### src/rtl/pstrobe_pkg.sv
package pstrobe_pkg;

  typedef enum logic [2:0] {
    PH_IDLE    = 3'd0,
    PH_SEL     = 3'd1,
    PH_RDSTB   = 3'd2,
    PH_WRSTB   = 3'd3,
    PH_FINISH  = 3'd4,
    PH_RELEASE = 3'd5
  } phase_e;

  localparam int unsigned REQ_CH = 2;
  localparam int unsigned CH_RD  = 0;
  localparam int unsigned CH_WR  = 1;

  function automatic logic sel_active(phase_e p);
    return (p == PH_SEL) || (p == PH_RDSTB) || (p == PH_WRSTB) || (p == PH_FINISH);
  endfunction

endpackage

### src/rtl/pstrobe_edge.sv
module pstrobe_edge #(
  parameter int unsigned N = 2
) (
  input  logic         clk,
  input  logic         rst_n,
  input  logic [N-1:0] lvl,
  output logic [N-1:0] rise
);

  logic [N-1:0] prev_q;

  for (genvar g = 0; g < N; g++) begin : g_ch
    always_ff @(posedge clk or negedge rst_n) begin
      if (!rst_n) prev_q[g] <= 1'b0;
      else        prev_q[g] <= lvl[g];
    end
    assign rise[g] = lvl[g] & ~prev_q[g];
  end

endmodule

### src/rtl/pstrobe_fsm.sv
module pstrobe_fsm
  import pstrobe_pkg::*;
(
  input  logic   clk,
  input  logic   rst_n,
  input  logic   rd_rise,
  input  logic   wr_rise,
  output phase_e phase_q,
  output phase_e phase_d,
  output logic   start,
  output logic   is_rd_d
);

  logic is_rd_q;

  assign start   = (phase_q == PH_IDLE) && (rd_rise || wr_rise);
  assign is_rd_d = start ? rd_rise : is_rd_q;

  always_comb begin
    phase_d = phase_q;
    unique case (phase_q)
      PH_IDLE:    if (start) phase_d = PH_SEL;
      PH_SEL:     phase_d = is_rd_q ? PH_RDSTB : PH_WRSTB;
      PH_RDSTB:   phase_d = PH_FINISH;
      PH_WRSTB:   phase_d = PH_FINISH;
      PH_FINISH:  phase_d = PH_RELEASE;
      PH_RELEASE: phase_d = PH_IDLE;
      default:    phase_d = PH_IDLE;
    endcase
  end

  always_ff @(posedge clk or negedge rst_n) begin
    if (!rst_n) begin
      phase_q <= PH_IDLE;
      is_rd_q <= 1'b0;
    end else begin
      phase_q <= phase_d;
      if (start) is_rd_q <= rd_rise;
    end
  end

  // A started access always enters the select phase next
  assert_start_sel_R3: assert property (@(posedge clk) disable iff (!rst_n)
    start |=> (phase_q == PH_SEL));

  // Release is always followed by idle
  assert_release_idle_R3: assert property (@(posedge clk) disable iff (!rst_n)
    (phase_q == PH_RELEASE) |=> (phase_q == PH_IDLE));

  // Edges outside idle do not disturb the phase walk
  assert_busy_ignore_R10: assert property (@(posedge clk) disable iff (!rst_n)
    (phase_q == PH_FINISH && (rd_rise || wr_rise)) |=> (phase_q == PH_RELEASE));

endmodule

### src/rtl/pstrobe_io.sv
module pstrobe_io
  import pstrobe_pkg::*;
#(
  parameter int unsigned AW = 16,
  parameter int unsigned DW = 16
) (
  input  logic          clk,
  input  logic          rst_n,
  input  phase_e        phase_q,
  input  phase_e        phase_d,
  input  logic          start,
  input  logic          is_rd_d,
  input  logic [AW-1:0] addr,
  input  logic [DW-1:0] wdata,
  input  logic [DW-1:0] bus_rdata,
  output logic [AW-1:0] bus_addr,
  output logic [DW-1:0] bus_wdata,
  output logic          bus_oe,
  output logic          cs_n,
  output logic          rd_n,
  output logic          wr_n,
  output logic [DW-1:0] rdata,
  output logic          done
);

  logic cs_n_d, rd_n_d, wr_n_d, oe_d, done_d;
  logic cap_en;

  always_comb begin
    cs_n_d = !sel_active(phase_d);
    rd_n_d = (phase_d != PH_RDSTB);
    wr_n_d = (phase_d != PH_WRSTB);
    oe_d   = !is_rd_d && sel_active(phase_d);
    done_d = (phase_d == PH_FINISH);
    cap_en = (phase_q == PH_RDSTB);
  end

  always_ff @(posedge clk or negedge rst_n) begin
    if (!rst_n) begin
      cs_n   <= 1'b1;
      rd_n   <= 1'b1;
      wr_n   <= 1'b1;
      bus_oe <= 1'b0;
      done   <= 1'b0;
    end else begin
      cs_n   <= cs_n_d;
      rd_n   <= rd_n_d;
      wr_n   <= wr_n_d;
      bus_oe <= oe_d;
      done   <= done_d;
    end
  end

  always_ff @(posedge clk or negedge rst_n) begin
    if (!rst_n) begin
      bus_addr  <= '0;
      bus_wdata <= '0;
    end else if (start) begin
      bus_addr  <= addr;
      bus_wdata <= wdata;
    end
  end

  always_ff @(posedge clk or negedge rst_n) begin
    if (!rst_n)      rdata <= '0;
    else if (cap_en) rdata <= bus_rdata;
  end

  assert_strobe_excl_R5: assert property (@(posedge clk) disable iff (!rst_n)
    !(!rd_n && !wr_n));

  assert_strobe_in_sel_R4: assert property (@(posedge clk) disable iff (!rst_n)
    (!rd_n || !wr_n) |-> !cs_n);

  assert_done_single_R9: assert property (@(posedge clk) disable iff (!rst_n)
    done |=> !done);

  assert_done_selected_R9: assert property (@(posedge clk) disable iff (!rst_n)
    done |-> !cs_n);

  assert_release_after_done_R3: assert property (@(posedge clk) disable iff (!rst_n)
    $rose(cs_n) |-> $past(done));

  assert_write_drives_R7: assert property (@(posedge clk) disable iff (!rst_n)
    !wr_n |-> bus_oe);

  assert_read_no_drive_R7: assert property (@(posedge clk) disable iff (!rst_n)
    !rd_n |-> !bus_oe);

  assert_addr_hold_R8: assert property (@(posedge clk) disable iff (!rst_n)
    (!cs_n && !$rose(!cs_n)) |-> $stable(bus_addr));

endmodule

### src/rtl/pstrobe_seq.sv
module pstrobe_seq
  import pstrobe_pkg::*;
#(
  parameter int unsigned AW = 16,
  parameter int unsigned DW = 16
) (
  input  logic          clk,
  input  logic          rst_n,
  input  logic          rd_req,
  input  logic          wr_req,
  input  logic [AW-1:0] addr,
  input  logic [DW-1:0] wdata,
  input  logic [DW-1:0] bus_rdata,
  output logic [AW-1:0] bus_addr,
  output logic [DW-1:0] bus_wdata,
  output logic          bus_oe,
  output logic          cs_n,
  output logic          rd_n,
  output logic          wr_n,
  output logic [DW-1:0] rdata,
  output logic          done
);

  logic [REQ_CH-1:0] req_lvl, req_rise;
  phase_e            phase_q, phase_d;
  logic              start, is_rd_d;

  assign req_lvl[CH_RD] = rd_req;
  assign req_lvl[CH_WR] = wr_req;

  pstrobe_edge #(.N(REQ_CH)) u_edge (
    .clk   (clk),
    .rst_n (rst_n),
    .lvl   (req_lvl),
    .rise  (req_rise)
  );

  pstrobe_fsm u_fsm (
    .clk     (clk),
    .rst_n   (rst_n),
    .rd_rise (req_rise[CH_RD]),
    .wr_rise (req_rise[CH_WR]),
    .phase_q (phase_q),
    .phase_d (phase_d),
    .start   (start),
    .is_rd_d (is_rd_d)
  );

  pstrobe_io #(.AW(AW), .DW(DW)) u_io (
    .clk       (clk),
    .rst_n     (rst_n),
    .phase_q   (phase_q),
    .phase_d   (phase_d),
    .start     (start),
    .is_rd_d   (is_rd_d),
    .addr      (addr),
    .wdata     (wdata),
    .bus_rdata (bus_rdata),
    .bus_addr  (bus_addr),
    .bus_wdata (bus_wdata),
    .bus_oe    (bus_oe),
    .cs_n      (cs_n),
    .rd_n      (rd_n),
    .wr_n      (wr_n),
    .rdata     (rdata),
    .done      (done)
  );

endmodule

### config.mk
export PLATFORM = sky130hd
export DESIGN_NAME = pstrobe_seq
export DESIGN_NICKNAME = d
export VERILOG_FILES = /design/src/rtl/pstrobe_pkg.sv /design/src/rtl/pstrobe_edge.sv /design/src/rtl/pstrobe_fsm.sv /design/src/rtl/pstrobe_io.sv /design/src/rtl/pstrobe_seq.sv
export SDC_FILE = /design/constraint.sdc
export NUM_CORES = 1
export LEC_CHECK = 0
export BUFFER_PORTS_ARGS = -buffer_cell sky130_fd_sc_hd__buf_2
export CAP_MARGIN = 40
export CORE_MARGIN = 2
export CORE_UTILIZATION = 35
export CTS_CLUSTER_DIAMETER = 200
export CTS_CLUSTER_SIZE = 14
export DETAILED_ROUTE_END_ITERATION = 8
export SYNTH_ARGS = -nofsm -noshare
export SYNTH_HDL_FRONTEND = slang
export SYNTH_HIERARCHICAL = 1
export SYNTH_SLANG_ARGS = --single-unit
### constraint.sdc
create_clock -name clk -period 3.5 [get_ports clk]
set_input_delay 0 -clock clk [delete_from_list [all_inputs] [get_ports clk]]
set_output_delay 0 -clock clk [all_outputs]
set_load 0.03 [all_outputs]
==> reports/qor.log <==
[power_and_ir_drop] cell-internal power 0.00189 W
[route] total detailed-routing wirelength 5000 µm
[synth] Cell Area, Synth 0.00222 mm²
[synth] synthesized instance count 132
[timing] actual slew at the worst max-slew pin 0.763 ns
[power_and_ir_drop] Net Sw Frac 0.425
[route] remaining design rule violation count 0
[route] post-detailed-route wirelength per cell 13.2 µm
[timing] Final setup violation count 0
[cts] number of buffers created by CTS 9
[timing] post-route minimum period 1.76 ns
[synth] number of synthesized register bits 59
[cts] number of instances resized during post-cts repair 0
[run_status] result of the run finished clean
[timing] clock skew after layout 0.00722 ns
[cells_and_area] fraction of layout instances using a drive strength above 1 0.588
[placement] RePlAce Congestion 0.721
[critical_path] data required time at the worst endpoint 3.71 ns
[synth] number of unique standard cell types used by synthesis 19
[synth] cell with the most instances after synthesis sky130_fd_sc_hd__dfrtp_1
[synth] Area contributors post-synth sky130_fd_sc_hd__dfrtp_1, sky130_fd_sc_hd__mux2_2, sky130_fd_sc_hd__dfstp_2
[floorplanning] Chip Height 83.7 µm
[synth] share of the synthesized area in the top cell type 0.631
[critical_path] category of the worst setup path launch point flip-flop
[synth] Post-synth EDFFs 0
[cts] Clock Sinks 59
[synth] top cell types by occurrence after synthesis sky130_fd_sc_hd__dfrtp_1, sky130_fd_sc_hd__mux2_2, sky130_fd_sc_hd__nor3_1
[worst_hold_path] min-delay worst type input port to asynchronous set/reset pin
[critical_path] maximum net fanout on the critical path 32
[route] total vias in the final route 1,702
[global_route] largest net degree at the start of global routing 33
[floorplanning] Core ar. 0.00624 mm²
[timing] final-report max-slew violation count 0
[cells_and_area] final net count 348
[route] final antenna-violating net count 0
[synth] area leader, netlist sky130_fd_sc_hd__dfrtp_1
[cts] maximum clock path buffer count 2
[synth] post-synth net total 184
[power_and_ir_drop] largest voltage drop on the vdd net 0.000522 V
[power_and_ir_drop] Power Dens Cells 939 mW/mm²
[timing] Slew Limit Headroom 0.491
[cells_and_area] Core Util, Final 0.562
[critical_path] category of the worst setup path capture point flip-flop
[route] via density per instance 4.50
[global_route] first-pass GRT wire length 8280 µm
[global_route] number of global-route vias before repair 1,818
[cts] Reg clk slew, reported paths 0.06 ns
[cts] # hold bufs at CTS 51
[floorplanning] effective utilization at floorplan 0.356
[floorplanning] Boundary Pins 105
[power_and_ir_drop] fraction of power consumed by sequential logic 0.363
[cts] CTS tree done
[timing] RSZ-0062 raised after global routing no
[placement] input/output buffers 104
[cts] clock latency of the later-clocked register in the worst-skew pair 0.32 ns
[timing] final critical-path share of the clock period 0.503
[cts] CTS Root Buffer Type sky130_fd_sc_hd__clkbuf_8
[power_and_ir_drop] switching component of the power 0.00140 W
[placement] detailed-placement wirelength estimate 3270 µm
[synth] fraction of registers with async set or reset after synthesis 1.00
[critical_path] Critical Setup Path Class flip-flop to flip-flop
[timing] final-report hold violation count 0
[timing] maximum operating frequency 569 MHz
[global_route] global route overflow 0
[route] Pre-Repair DR Iteration Count 4
[power_and_ir_drop] leakage component of the power 1.67 nW
[cells_and_area] diodes inserted 0
[synth] most common flop cell mapped by yosys sky130_fd_sc_hd__dfrtp_1
[power_and_ir_drop] Comb power frac 0.485
[synth] number of synthesis warnings 6
[cells_and_area] Area Growth Syn to Fin 58.0%
[flow_run] max-capacitance violation count 0
[route] Iter 0 DRT Violations 60
[floorplanning] Total Die Area 0.00700 mm²
[timing] final sum of negative setup slack 0 ns
[global_route] antenna violations before repair 0
[cts] post-CTS setup buffer count 0
[floorplanning] Core Rows 29
[cts] H-tree levels 3
[power_and_ir_drop] clock share of power 0.153
[synth] average size of a mapped cell 16.8 µm²
[critical_path] arrival time at the worst endpoint 1.96 ns
[synth] sequential share of the synthesized area 0.666
[global_route] aggregate global-route resource usage 0.151
[floorplanning] overall die width 83.7 µm
[cell type report]
cell class | count | area, µm²
clock inverters | 6 | 32.5
repair buffers | 158 | 1070
fillers | 523 | 2730
multi-input cells | 68 | 707
clock buffers | 10 | 128
flip-flops and latches | 59 | 1480
well taps | 77 | 96.3
[critical path: stages (launching register included)]
cell,delay (ns)
sky130_fd_sc_hd__dfrtp_1,0.46
sky130_fd_sc_hd__nor3_1,0.26
sky130_fd_sc_hd__o21a_1,0.16
sky130_fd_sc_hd__buf_4,0.36
sky130_fd_sc_hd__mux2_2,0.39
[per-layer routing]
layer  wire length, µm  GRT usage
met2              2720      0.260
met5                 0          0
met4               125     0.0938
met1              1920      0.168
met3               242     0.0366
[power by group through the flow]
stage,Combinational (W),Sequential (W),Clock [W]
6_report,0.00160,0.00120,0.000503
5_1_grt,0.00168,0.00124,0.000556
4_1_cts,0.00161,0.00120,0.000526
3_5_place_dp,0.00157,0.00121,0
3_3_place_gp,0.00154,0.00120,0
2_1_floorplan,0.000499,0.00183,0
[cell families (layout without fill, tap and decap cells)]
family | Yosys count | in the layout | share of synthesized area
AND/OR/NAND/NOR | 15 | 15 | 0.0558
buffers and inverters | 5 | 174 | 0.0152
multiplexers | 49 | 49 | 0.248
flip-flops | 59 | 59 | 0.666
AO/OA/AOI/OAI | 4 | 4 | 0.0141
[final timing paths]
check	startpoint	end	slack, ns	depth (start not counted)
setup / recovery	u_fsm/phase_q[0]	u_io/bus_addr[11]	1.74	4
hold / removal	rst_n	u_io/done	0.08	2
setup reg to reg	u_fsm/phase_q[0]	u_io/bus_addr[11]	1.74	4
hold reg to reg	u_io/bus_wdata[3]	u_io/bus_wdata[3]	0.48	1
max in group asynchronous	rst_n	u_io/bus_wdata[7]	2.64	4
min in group clk	rd_req	u_edge/prev_q[0]	0.33	2
[registers in the layout, summed over array words and instances (netlist names), 2 cells and up]
register and flops:
u_io/bus_wdata 16, u_io/rdata 16, u_fsm/phase_q 3, u_io/bus_addr 16
u_edge/prev_q 2
[cell usage in the layout, fill, tap and decap left out]
master                          synthesis  final
sky130_fd_sc_hd__clkinv_2               0      5
sky130_fd_sc_hd__nand3b_1               1      1
sky130_fd_sc_hd__or2_2                  1      1
sky130_fd_sc_hd__nor3b_4                1      1
sky130_fd_sc_hd__clkbuf_1               1      1
sky130_fd_sc_hd__dfrtp_1               56     56
sky130_fd_sc_hd__mux2_1                 2      2
sky130_fd_sc_hd__nor2_1                 1      1
sky130_fd_sc_hd__nor3b_1                2      2
sky130_fd_sc_hd__buf_12                 0      1
sky130_fd_sc_hd__dlygate4sd3_1          0     51
sky130_fd_sc_hd__buf_4                  0      2
sky130_fd_sc_hd__or4b_1                 1      1
sky130_fd_sc_hd__mux2_2                47     47
sky130_fd_sc_hd__dfstp_2                3      3
sky130_fd_sc_hd__nor3_1                 4      4
sky130_fd_sc_hd__clkbuf_8               0      9
sky130_fd_sc_hd__nor4_1                 1      1
sky130_fd_sc_hd__clkinvlp_4             0      1
sky130_fd_sc_hd__a22o_1                 1      1
sky130_fd_sc_hd__nor2b_4                2      2
sky130_fd_sc_hd__or3b_2                 1      1
sky130_fd_sc_hd__buf_2                  3    104
sky130_fd_sc_hd__o21a_1                 3      3
[stage by stage]
stage,hold WS (ns),setup WS [ns],instances,cell area [µm²],total power (W)
3_3_place_gp,0.131,1.77,310,2820,0.00274
6_report,0.0829,1.74,378,3510,0.00330
5_1_grt,0.0927,1.66,378,3510,0.00348
2_1_floorplan,-0.296,1.85,132,2220,0.00232
4_1_cts,0.0652,1.72,378,3510,0.00333
3_5_place_dp,-0.108,1.73,311,2840,0.00277
Power figures use the tool's default switching activity.
